**config.mk**
```make
export PLATFORM = sky130hd
export DESIGN_NAME = async_sram_ctl
export DESIGN_NICKNAME = d
export VERILOG_FILES = /design/src/rtl/sram_ctl_pkg.sv /design/src/rtl/sram_wait_cnt.sv /design/src/rtl/sram_ctl_fsm.sv /design/src/rtl/sram_pin_decode.sv /design/src/rtl/async_sram_ctl.sv
export SDC_FILE = /design/constraint.sdc
export NUM_CORES = 1
export LEC_CHECK = 0
export CAP_MARGIN = 20
export CORE_MARGIN = 8
export CORE_UTILIZATION = 30
export DETAILED_ROUTE_END_ITERATION = 8
export GPL_ROUTABILITY_DRIVEN = 0
export PLACE_DENSITY = 0.65
export SYNTH_ARGS = -nofsm -noshare
export SYNTH_HDL_FRONTEND = slang
export SYNTH_SLANG_ARGS = --single-unit
```
**constraint.sdc**
```tcl
create_clock -name clk -period 3.1 [get_ports clk]
set_input_delay 0.775 -clock clk [delete_from_list [all_inputs] [get_ports clk]]
set_output_delay 0.775 -clock clk [all_outputs]
set_load 0.02 [all_outputs]
```
**src/rtl/sram_ctl_pkg.sv**
```systemverilog
`timescale 1ns/1ps
package sram_ctl_pkg;

    typedef enum logic [2:0] {
        S_IDLE   = 3'd0,
        S_SETUP  = 3'd1,
        S_STROBE = 3'd2,
        S_WHOLD  = 3'd3,
        S_TURN   = 3'd4
    } ctl_state_e;

    // Strobe levels and drive enable produced for one phase.
    typedef struct packed {
        logic ce_n;
        logic we_n;
        logic oe_n;
        logic lanes_on;
        logic dq_oe;
    } sram_pins_t;

    // Clock cycles needed to cover t_ps at clk_ps, rounded up, at least one.
    function automatic int wait_cycles(input int t_ps, input int clk_ps);
        int c;
        c = (t_ps + clk_ps - 1) / clk_ps;
        return (c < 1) ? 1 : c;
    endfunction

endpackage

```
**src/rtl/sram_wait_cnt.sv**
```systemverilog
`timescale 1ns/1ps
module sram_wait_cnt #(
    parameter int CNT_W = 2
) (
    input  logic             clk,
    input  logic             rst,
    input  logic             load,
    input  logic [CNT_W-1:0] load_val,
    output logic             done
);
    logic [CNT_W-1:0] cnt;

    always_ff @(posedge clk) begin
        if (rst)
            cnt <= '0;
        else if (load)
            cnt <= load_val;
        else if (cnt != '0)
            cnt <= cnt - 1'b1;
    end

    assign done = (cnt == '0);
endmodule

```
**src/rtl/sram_ctl_fsm.sv**
```systemverilog
`timescale 1ns/1ps
module sram_ctl_fsm
    import sram_ctl_pkg::*;
#(
    parameter int CNT_W      = 2,
    parameter int SETUP_CYC  = 1,
    parameter int STROBE_CYC = 1
) (
    input  logic             clk,
    input  logic             rst,
    input  logic             accept,
    input  logic             is_write,
    input  logic             phase_done,
    output ctl_state_e       state,
    output logic             load,
    output logic [CNT_W-1:0] load_val
);
    localparam logic [CNT_W-1:0] SETUP_LD  = CNT_W'(SETUP_CYC - 1);
    localparam logic [CNT_W-1:0] STROBE_LD = CNT_W'(STROBE_CYC - 1);

    ctl_state_e nxt;

    always_comb begin
        nxt      = state;
        load     = 1'b0;
        load_val = '0;
        case (state)
            S_IDLE: if (accept) begin
                nxt      = S_SETUP;
                load     = 1'b1;
                load_val = SETUP_LD;
            end
            S_SETUP: if (phase_done) begin
                nxt      = S_STROBE;
                load     = 1'b1;
                load_val = STROBE_LD;
            end
            S_STROBE: if (phase_done)
                nxt = is_write ? S_WHOLD : S_TURN;
            S_WHOLD: nxt = S_IDLE;
            S_TURN:  nxt = S_IDLE;
            default: nxt = S_IDLE;
        endcase
    end

    always_ff @(posedge clk) begin
        if (rst) state <= S_IDLE;
        else     state <= nxt;
    end
endmodule

```
**src/rtl/sram_pin_decode.sv**
```systemverilog
`timescale 1ns/1ps
module sram_pin_decode
    import sram_ctl_pkg::*;
(
    input  ctl_state_e state,
    input  logic       is_write,
    output sram_pins_t pins
);
    always_comb begin
        pins = '{ce_n: 1'b1, we_n: 1'b1, oe_n: 1'b1, lanes_on: 1'b0, dq_oe: 1'b0};
        case (state)
            S_SETUP: begin
                pins.ce_n     = 1'b0;
                pins.lanes_on = 1'b1;
                pins.dq_oe    = is_write;
            end
            S_STROBE: begin
                pins.ce_n     = 1'b0;
                pins.lanes_on = 1'b1;
                pins.we_n     = !is_write;
                pins.oe_n     = is_write;
                pins.dq_oe    = is_write;
            end
            S_WHOLD: begin
                pins.ce_n     = 1'b0;
                pins.lanes_on = 1'b1;
                pins.dq_oe    = 1'b1;
            end
            default: ;
        endcase
    end
endmodule

```
**src/rtl/async_sram_ctl.sv**
```systemverilog
`timescale 1ns/1ps
module async_sram_ctl
    import sram_ctl_pkg::*;
#(
    parameter int ADDR_W    = 18,
    parameter int DATA_W    = 16,
    parameter int CLK_PS    = 10000,
    parameter int STROBE_PS = 10000,
    parameter int SETUP_CYC = 1
) (
    input  logic              clk,
    input  logic              rst,
    input  logic              req_valid,
    output logic              req_ready,
    input  logic              req_write,
    input  logic [ADDR_W-1:0] req_addr,
    input  logic [1:0]        req_mask,
    input  logic [DATA_W-1:0] req_wdata,
    output logic              rsp_valid,
    output logic [DATA_W-1:0] rsp_rdata,
    output logic [ADDR_W-1:0] sram_addr,
    output logic              sram_ce_n,
    output logic              sram_we_n,
    output logic              sram_oe_n,
    output logic              sram_lb_n,
    output logic              sram_ub_n,
    output logic [DATA_W-1:0] sram_dq_out,
    output logic              sram_dq_oe,
    input  logic [DATA_W-1:0] sram_dq_in
);
    localparam int LANES      = 2;
    localparam int LANE_W     = DATA_W / LANES;
    localparam int STROBE_CYC = wait_cycles(STROBE_PS, CLK_PS);
    localparam int MAX_CYC    = (SETUP_CYC > STROBE_CYC) ? SETUP_CYC : STROBE_CYC;
    localparam int CNT_W      = (MAX_CYC > 1) ? $clog2(MAX_CYC) : 1;

    typedef struct packed {
        logic              write;
        logic [LANES-1:0]  mask;
        logic [ADDR_W-1:0] addr;
        logic [DATA_W-1:0] wdata;
    } req_t;

    req_t              req_q;
    ctl_state_e        state;
    sram_pins_t        pins;
    logic              accept, load, phase_done;
    logic [CNT_W-1:0]  load_val;
    logic [DATA_W-1:0] lane_bits;
    logic [DATA_W-1:0] rdata_q;

    assign req_ready = (state == S_IDLE);
    assign accept    = req_valid && req_ready;

    sram_wait_cnt #(.CNT_W(CNT_W)) u_cnt (
        .clk(clk), .rst(rst), .load(load), .load_val(load_val), .done(phase_done)
    );

    sram_ctl_fsm #(.CNT_W(CNT_W), .SETUP_CYC(SETUP_CYC), .STROBE_CYC(STROBE_CYC)) u_fsm (
        .clk(clk), .rst(rst), .accept(accept), .is_write(req_q.write),
        .phase_done(phase_done), .state(state), .load(load), .load_val(load_val)
    );

    sram_pin_decode u_dec (.state(state), .is_write(req_q.write), .pins(pins));

    // Captured request stays put for the whole access.
    always_ff @(posedge clk) begin
        if (rst)
            req_q <= '0;
        else if (accept)
            req_q <= '{write: req_write, mask: req_mask, addr: req_addr, wdata: req_wdata};
    end

    for (genvar g = 0; g < LANES; g++) begin : g_lane
        assign lane_bits[g*LANE_W +: LANE_W] = {LANE_W{req_q.mask[g]}};
    end

    // Sample the bus on the edge that closes the output-strobe phase.
    always_ff @(posedge clk) begin
        if (rst)
            rdata_q <= '0;
        else if (state == S_STROBE && !req_q.write && phase_done)
            rdata_q <= sram_dq_in & lane_bits;
    end

    assign rsp_valid   = (state == S_TURN);
    assign rsp_rdata   = rdata_q;
    assign sram_addr   = req_q.addr;
    assign sram_dq_out = req_q.wdata;
    assign sram_ce_n   = pins.ce_n;
    assign sram_we_n   = pins.we_n;
    assign sram_oe_n   = pins.oe_n;
    assign sram_dq_oe  = pins.dq_oe;
    assign sram_lb_n   = pins.lanes_on ? !req_q.mask[0] : 1'b1;
    assign sram_ub_n   = pins.lanes_on ? !req_q.mask[1] : 1'b1;
endmodule

```
Word level (Yosys, flattened, before mapping) --
Index checks and enable logic that the tools add are counted.
Word-level totals: logic and storage cells 41, bits in registers 57, output and inout bits 58
Cells by class: equal/unequal tests 7, mux-type cells 13, $add $sub $neg 1, reduce and logical (&&, ||, !) cells 11, bitwise gates (word level) 2
Operators by type and width (number):
- bitwise AND 16 bit | 1
- 2-to-1 mux 3 bit | 4
- one-hot mux 3 bit (3 select lines) | 1
- == test 3 x 2 -> 1 bit, second input constant | 2
- OR reduction 3 bit | 2
- 2-to-1 mux 1 bit | 5
- != test 2 bit, second input constant | 2
- one-hot mux 2 bit (2 select lines) | 1
- == test 3 x 1 -> 1 bit, second input constant | 1
- == test 3 bit, second input constant | 1
- logical AND 1 bit | 3
- zero test 1 bit | 3
- zero test 3 bit | 1
- AND reduction 3 bit | 1
- 2-to-1 mux 2 bit | 1
- != test 2 x 1 -> 1 bit, second input constant | 1
- one-hot mux 1 bit (2 select lines) | 1
- OR reduction 2 bit | 1
- NOT 1 bit | 1
- subtractor 1 bit, second input constant | 1

Depth between registers and ports, before layout --
depth after elaboration 5, depth in mapped cells 6

Cells and area by module --
A second synthesis with hierarchy kept.
Unflattened totals: cells, all modules 320, area, all modules 2509.9 µm²
Modules (own cells, without submodules):
- async_sram_ctl | times used 1, sequential area each 1061.0 µm², cells each 291, area an instance 2255.9 µm²
- sram_ctl_fsm | times used 1, sequential area each 60.1 µm², cells each 18, area an instance 172.7 µm²
- sram_pin_decode | times used 1, sequential area each 0.0 µm², cells each 8, area an instance 48.8 µm²
- sram_wait_cnt | times used 1, sequential area each 20.0 µm², cells each 3, area an instance 32.5 µm²

Worst setup path after synthesis --
OpenSTA, ideal clock, no wires.
path type register -> output, from register u_fsm.state[1], to output sram_we_n, setup slack 1.187 ns, buffers on the path 2, arrival time 1.138 ns, stages on the path, launching flop included 5, cell sequence dfxtp_1 -> buf_4 -> nor3b_4 -> buf_4 -> nand2_1
On the way: cells in the longest elaborated chain, start to end 2
Ends and longest elaborated chain:
- from (decl) | RTL line sram_ctl_fsm.sv:14 | output ctl_state_e state,
- from (signal assigned) | RTL line sram_ctl_fsm.sv:48 | else state <= nxt;
- == test 3 x 2 -> 1 bit | RTL line sram_pin_decode.sv:11 | case (state)
- 2-to-1 mux 2 bit | RTL line sram_pin_decode.sv:11
- to (decl) | RTL line async_sram_ctl.sv:23 | output logic sram_we_n,
Every way passes these cells.

Final worst setup path --
from register u_fsm.state[1], to output sram_oe_n
On the way: cells in the longest elaborated chain, start to end 2
Ends and longest elaborated chain:
- == test 3 x 2 -> 1 bit | RTL line sram_pin_decode.sv:11
- 2-to-1 mux 2 bit | RTL line sram_pin_decode.sv:11
- to (decl) | RTL line async_sram_ctl.sv:24 | output logic sram_oe_n,
Every way passes these cells.

==> summary.md <==
| Metric | Value |
|---|---|
| Mapped cell area | `2247 um2` |
| RSZ-0062 raised after global routing | `false` |
| Slew headroom | `0.3208` |
| CTS sink count | `57` |
| Die height | `102.5 um` |
| DIE WIDTH | `102.5 um` |
| Achievable Freq | `359.5 MHz` |
| Buffer depth of the longest clock path | `2` |
| Clock power frac | `0.342` |
| WS Path Type | `reg2out` |
| Clk root buf | `clkbuf_8` |
| Vias in the first global route | `2138` |
| Residual DRC | `0` |
| First-pass GRT wire length | `10920 um` |
| CTS Buf Count | `9` |
| Avg Cell Area, Syn | `8.354 um2` |
| Post-Route WL | `6964 um` |
| Tmin final | `2781 ps` |
| Status | `finished clean` |
| Final worst slack | `318.7 ps` |
| VDD IR-drop max | `266.4 uV` |
| Die ar. | `10520 um2` |
| Antenna Nets Post-Route | `0` |
| Placed cell count | `460` |
| Hold-fix buffers, CTS | `0` |
| Final Hold Fails | `0` |
| Post-synth net total | `325` |
| I/O pin cnt | `114` |
| CP max FO | `12` |
| CTS H-tree depth | `3` |
| Slew @ Worst Pin | `1015 ps` |
| Diodes inserted | `0` |
| Crit end category | `output pin` |
| Vias per Instance | `4.600` |
| Core outline area | `7253 um2` |
| Initial drt markers | `65` |
| Nets | `428` |
| Initial Utilization | `0.3098` |
| P_int | `1.228 mW` |
| Main combinational cell family by area after synthesis | `simple AND/OR/NAND/NOR gates` |
| Reg power frac | `0.472` |
| Setup Fix Bufs, Post-CTS | `0` |
| Multiplexer area fraction after synthesis | `0` |
| P&R area growth vs syn | `55.68%` |
| Worst-Skew Late Latency | `330 ps` |
| Synth warn | `0` |
| NetSw | `0.4678 mW` |
| Logic pwr share | `0.185` |
| Largest net degree at the start of global routing | `38` |
| Vias | `2185` |
| Initial antenna violation count | `0` |
| IO buf count | `113` |
| Syn Inst Count | `269` |
| Complex-gate fraction of the synthesized area | `0.1687` |
| Fin area | `3498 um2` |
| PwrDens | `484.6 nW/um2` |
| Synth unique cells | `29` |
| Post-Place Setup Slack | `688.1 ps` |
| Period utilization | `0.8972` |
| GRT Util Overall | `0.1329` |
| Flops & latches, synth | `57` |
| Post-layout util | `0.4823` |
| Post-synthesis adder-cell area fraction | `0` |
| Clock Skews | `7.826 ps` |
| FP Rows | `31` |
| Dpl cell area | `3337 um2` |
| Slew Viols, Final | `0` |
| Register area share after synthesis | `0.5078` |
| Global route overflow | `0` |
| Dpl hpwl | `4839 um` |
| Xor/xnor share of the synthesized area | `0` |
| Startpoint types | `register` |
| Setup TNS | `0 ps` |
| Resized cells post-CTS | `0` |
| Max_cap viols | `0` |
| DR WL/cell | `14.66 um` |
| Post-Synth Simple-Gate Area | `0.2355` |
| Worst endpoint required time | `2320 ps` |
| Arr. time, crit path | `2010 ps` |
| Cell leakage power | `1.228 nW` |
| Fin cells | `475` |
| Hold Crit Class | `reg2reg` |
| Switch share | `0.2759` |
| Final setup viols | `0` |
| Layout cells sized above 1 | `0.06383` |
| Worst-path clk slew | `60 ps` |
| CTS tree | `yes` |
| DRT Pass-1 Iters | `4` |
==> sequential cells by signal, indices dropped and copies added, names as in the netlist <==
| register | flops |
|---|---|
| u_fsm.state | 3 |
| lane_bits | 2 |
| sram_dq_out | 16 |
| sram_addr | 18 |
| rsp_rdata | 16 |
| u_cnt.cnt | 1 |
| req_q | 1 |
==> logic make-up (layout without fill, tap and decap cells) <==
logic type / after synthesis / in the layout
other: 1 / 1
AND/OR/NAND/NOR: 110 / 110
AO/OA/AOI/OAI: 74 / 74
flip-flops: 57 / 57
buffers and inverters: 27 / 134
==> placed cells by master, fill, tap and decap left out, types with 3 or more instances in the layout <==
cell type | synthesis | final
a21oi_1 | 53 | 53
buf_4 | 2 | 3
clkbuf_8 | 0 | 10
clkdlybuf4s50_1 | 0 | 112
clkinv_2 | 0 | 4
dfxtp_1 | 57 | 57
inv_1 | 3 | 3
nand2_1 | 77 | 77
nand4_1 | 16 | 16
nor2_1 | 3 | 3
nor3_1 | 3 | 3
o21ai_0 | 9 | 9
o21ai_1 | 9 | 9
==> worst max-delay path, cell delays in order (launching register included) <==
cell and delay (ps):
dfxtp_1 560, nor3b_4 460, nand2b_1 100, clkdlybuf4s50_1 550
==> per-layer routing <==
metal  part of all wire  track usage  vias to the layer above
met4              0.013      0.05756                        0
met5                  0            0                        -
met3               0.10      0.06144                        7
met1               0.42       0.1531                      988
li1                   -            -                     1112
met2               0.46       0.2068                       78
==> worst paths after layout <==
kind,depth (start not counted),start,endpoint,slack (ps)
worst max register to register,3,u_fsm.state[1],rsp_rdata[7],1390
worst min register to register,2,sram_dq_out[2],sram_dq_out[2],450
worst max-delay path,3,u_fsm.state[1],sram_oe_n,320
worst min-delay path,2,sram_dq_out[2],sram_dq_out[2],450
==> metrics by stage <==
stage | power [mW] | hold WS [ps]
after floorplan | 0.9856 | 504.9
after global placement | 1.132 | 441.6
after detailed placement | 1.136 | 445.7
after CTS | 1.722 | 454.1
after global routing | 1.784 | 474.3
final | 1.695 | 451.2
==> cells in the mapped netlist, drive strengths merged <==
| library cell | count | share of area |
|---|---|---|
| nor4b | 2 | 0.014 |
| nand4 | 16 | 0.045 |
| or3b | 1 | 0.0039 |
| nor3b | 2 | 0.012 |
| a31oi | 1 | 0.0028 |
| nand2 | 78 | 0.13 |
| nor2 | 3 | 0.0050 |
| o21ai | 18 | 0.040 |
| or2 | 1 | 0.0028 |
| nor3 | 3 | 0.0067 |
| clkbuf | 8 | 0.013 |
| a21oi | 54 | 0.12 |
| a311oi | 1 | 0.0039 |
| or4b | 1 | 0.0061 |
| dfxtp | 57 | 0.51 |
| and2 | 1 | 0.0033 |
| nor2b | 1 | 0.0028 |
| buf | 16 | 0.068 |
| conb | 1 | 0.0017 |
| nand2b | 1 | 0.0028 |
| inv | 3 | 0.0050 |
==> cell type report <==
cell class                 instances  area, um2
fill                             747       3755
sequential                        57       1141
timing repair buffer             116       1149
clock inverter                     4      20.02
multi-input combinational        185      912.1
tap                               99      123.9
clock buffer                      11      141.4
inverter                           3      11.26
==> power by group through the flow <==
stage               clock network, mW  registers, mW  logic [mW]
floorplan                           0          0.842       0.144
global placement                    0          0.816       0.317
detailed placement                  0          0.817       0.318
CTS                             0.600          0.801       0.320
global route                    0.635          0.807       0.342
finish                          0.580          0.801       0.314
Power figures use the tool's default switching activity.
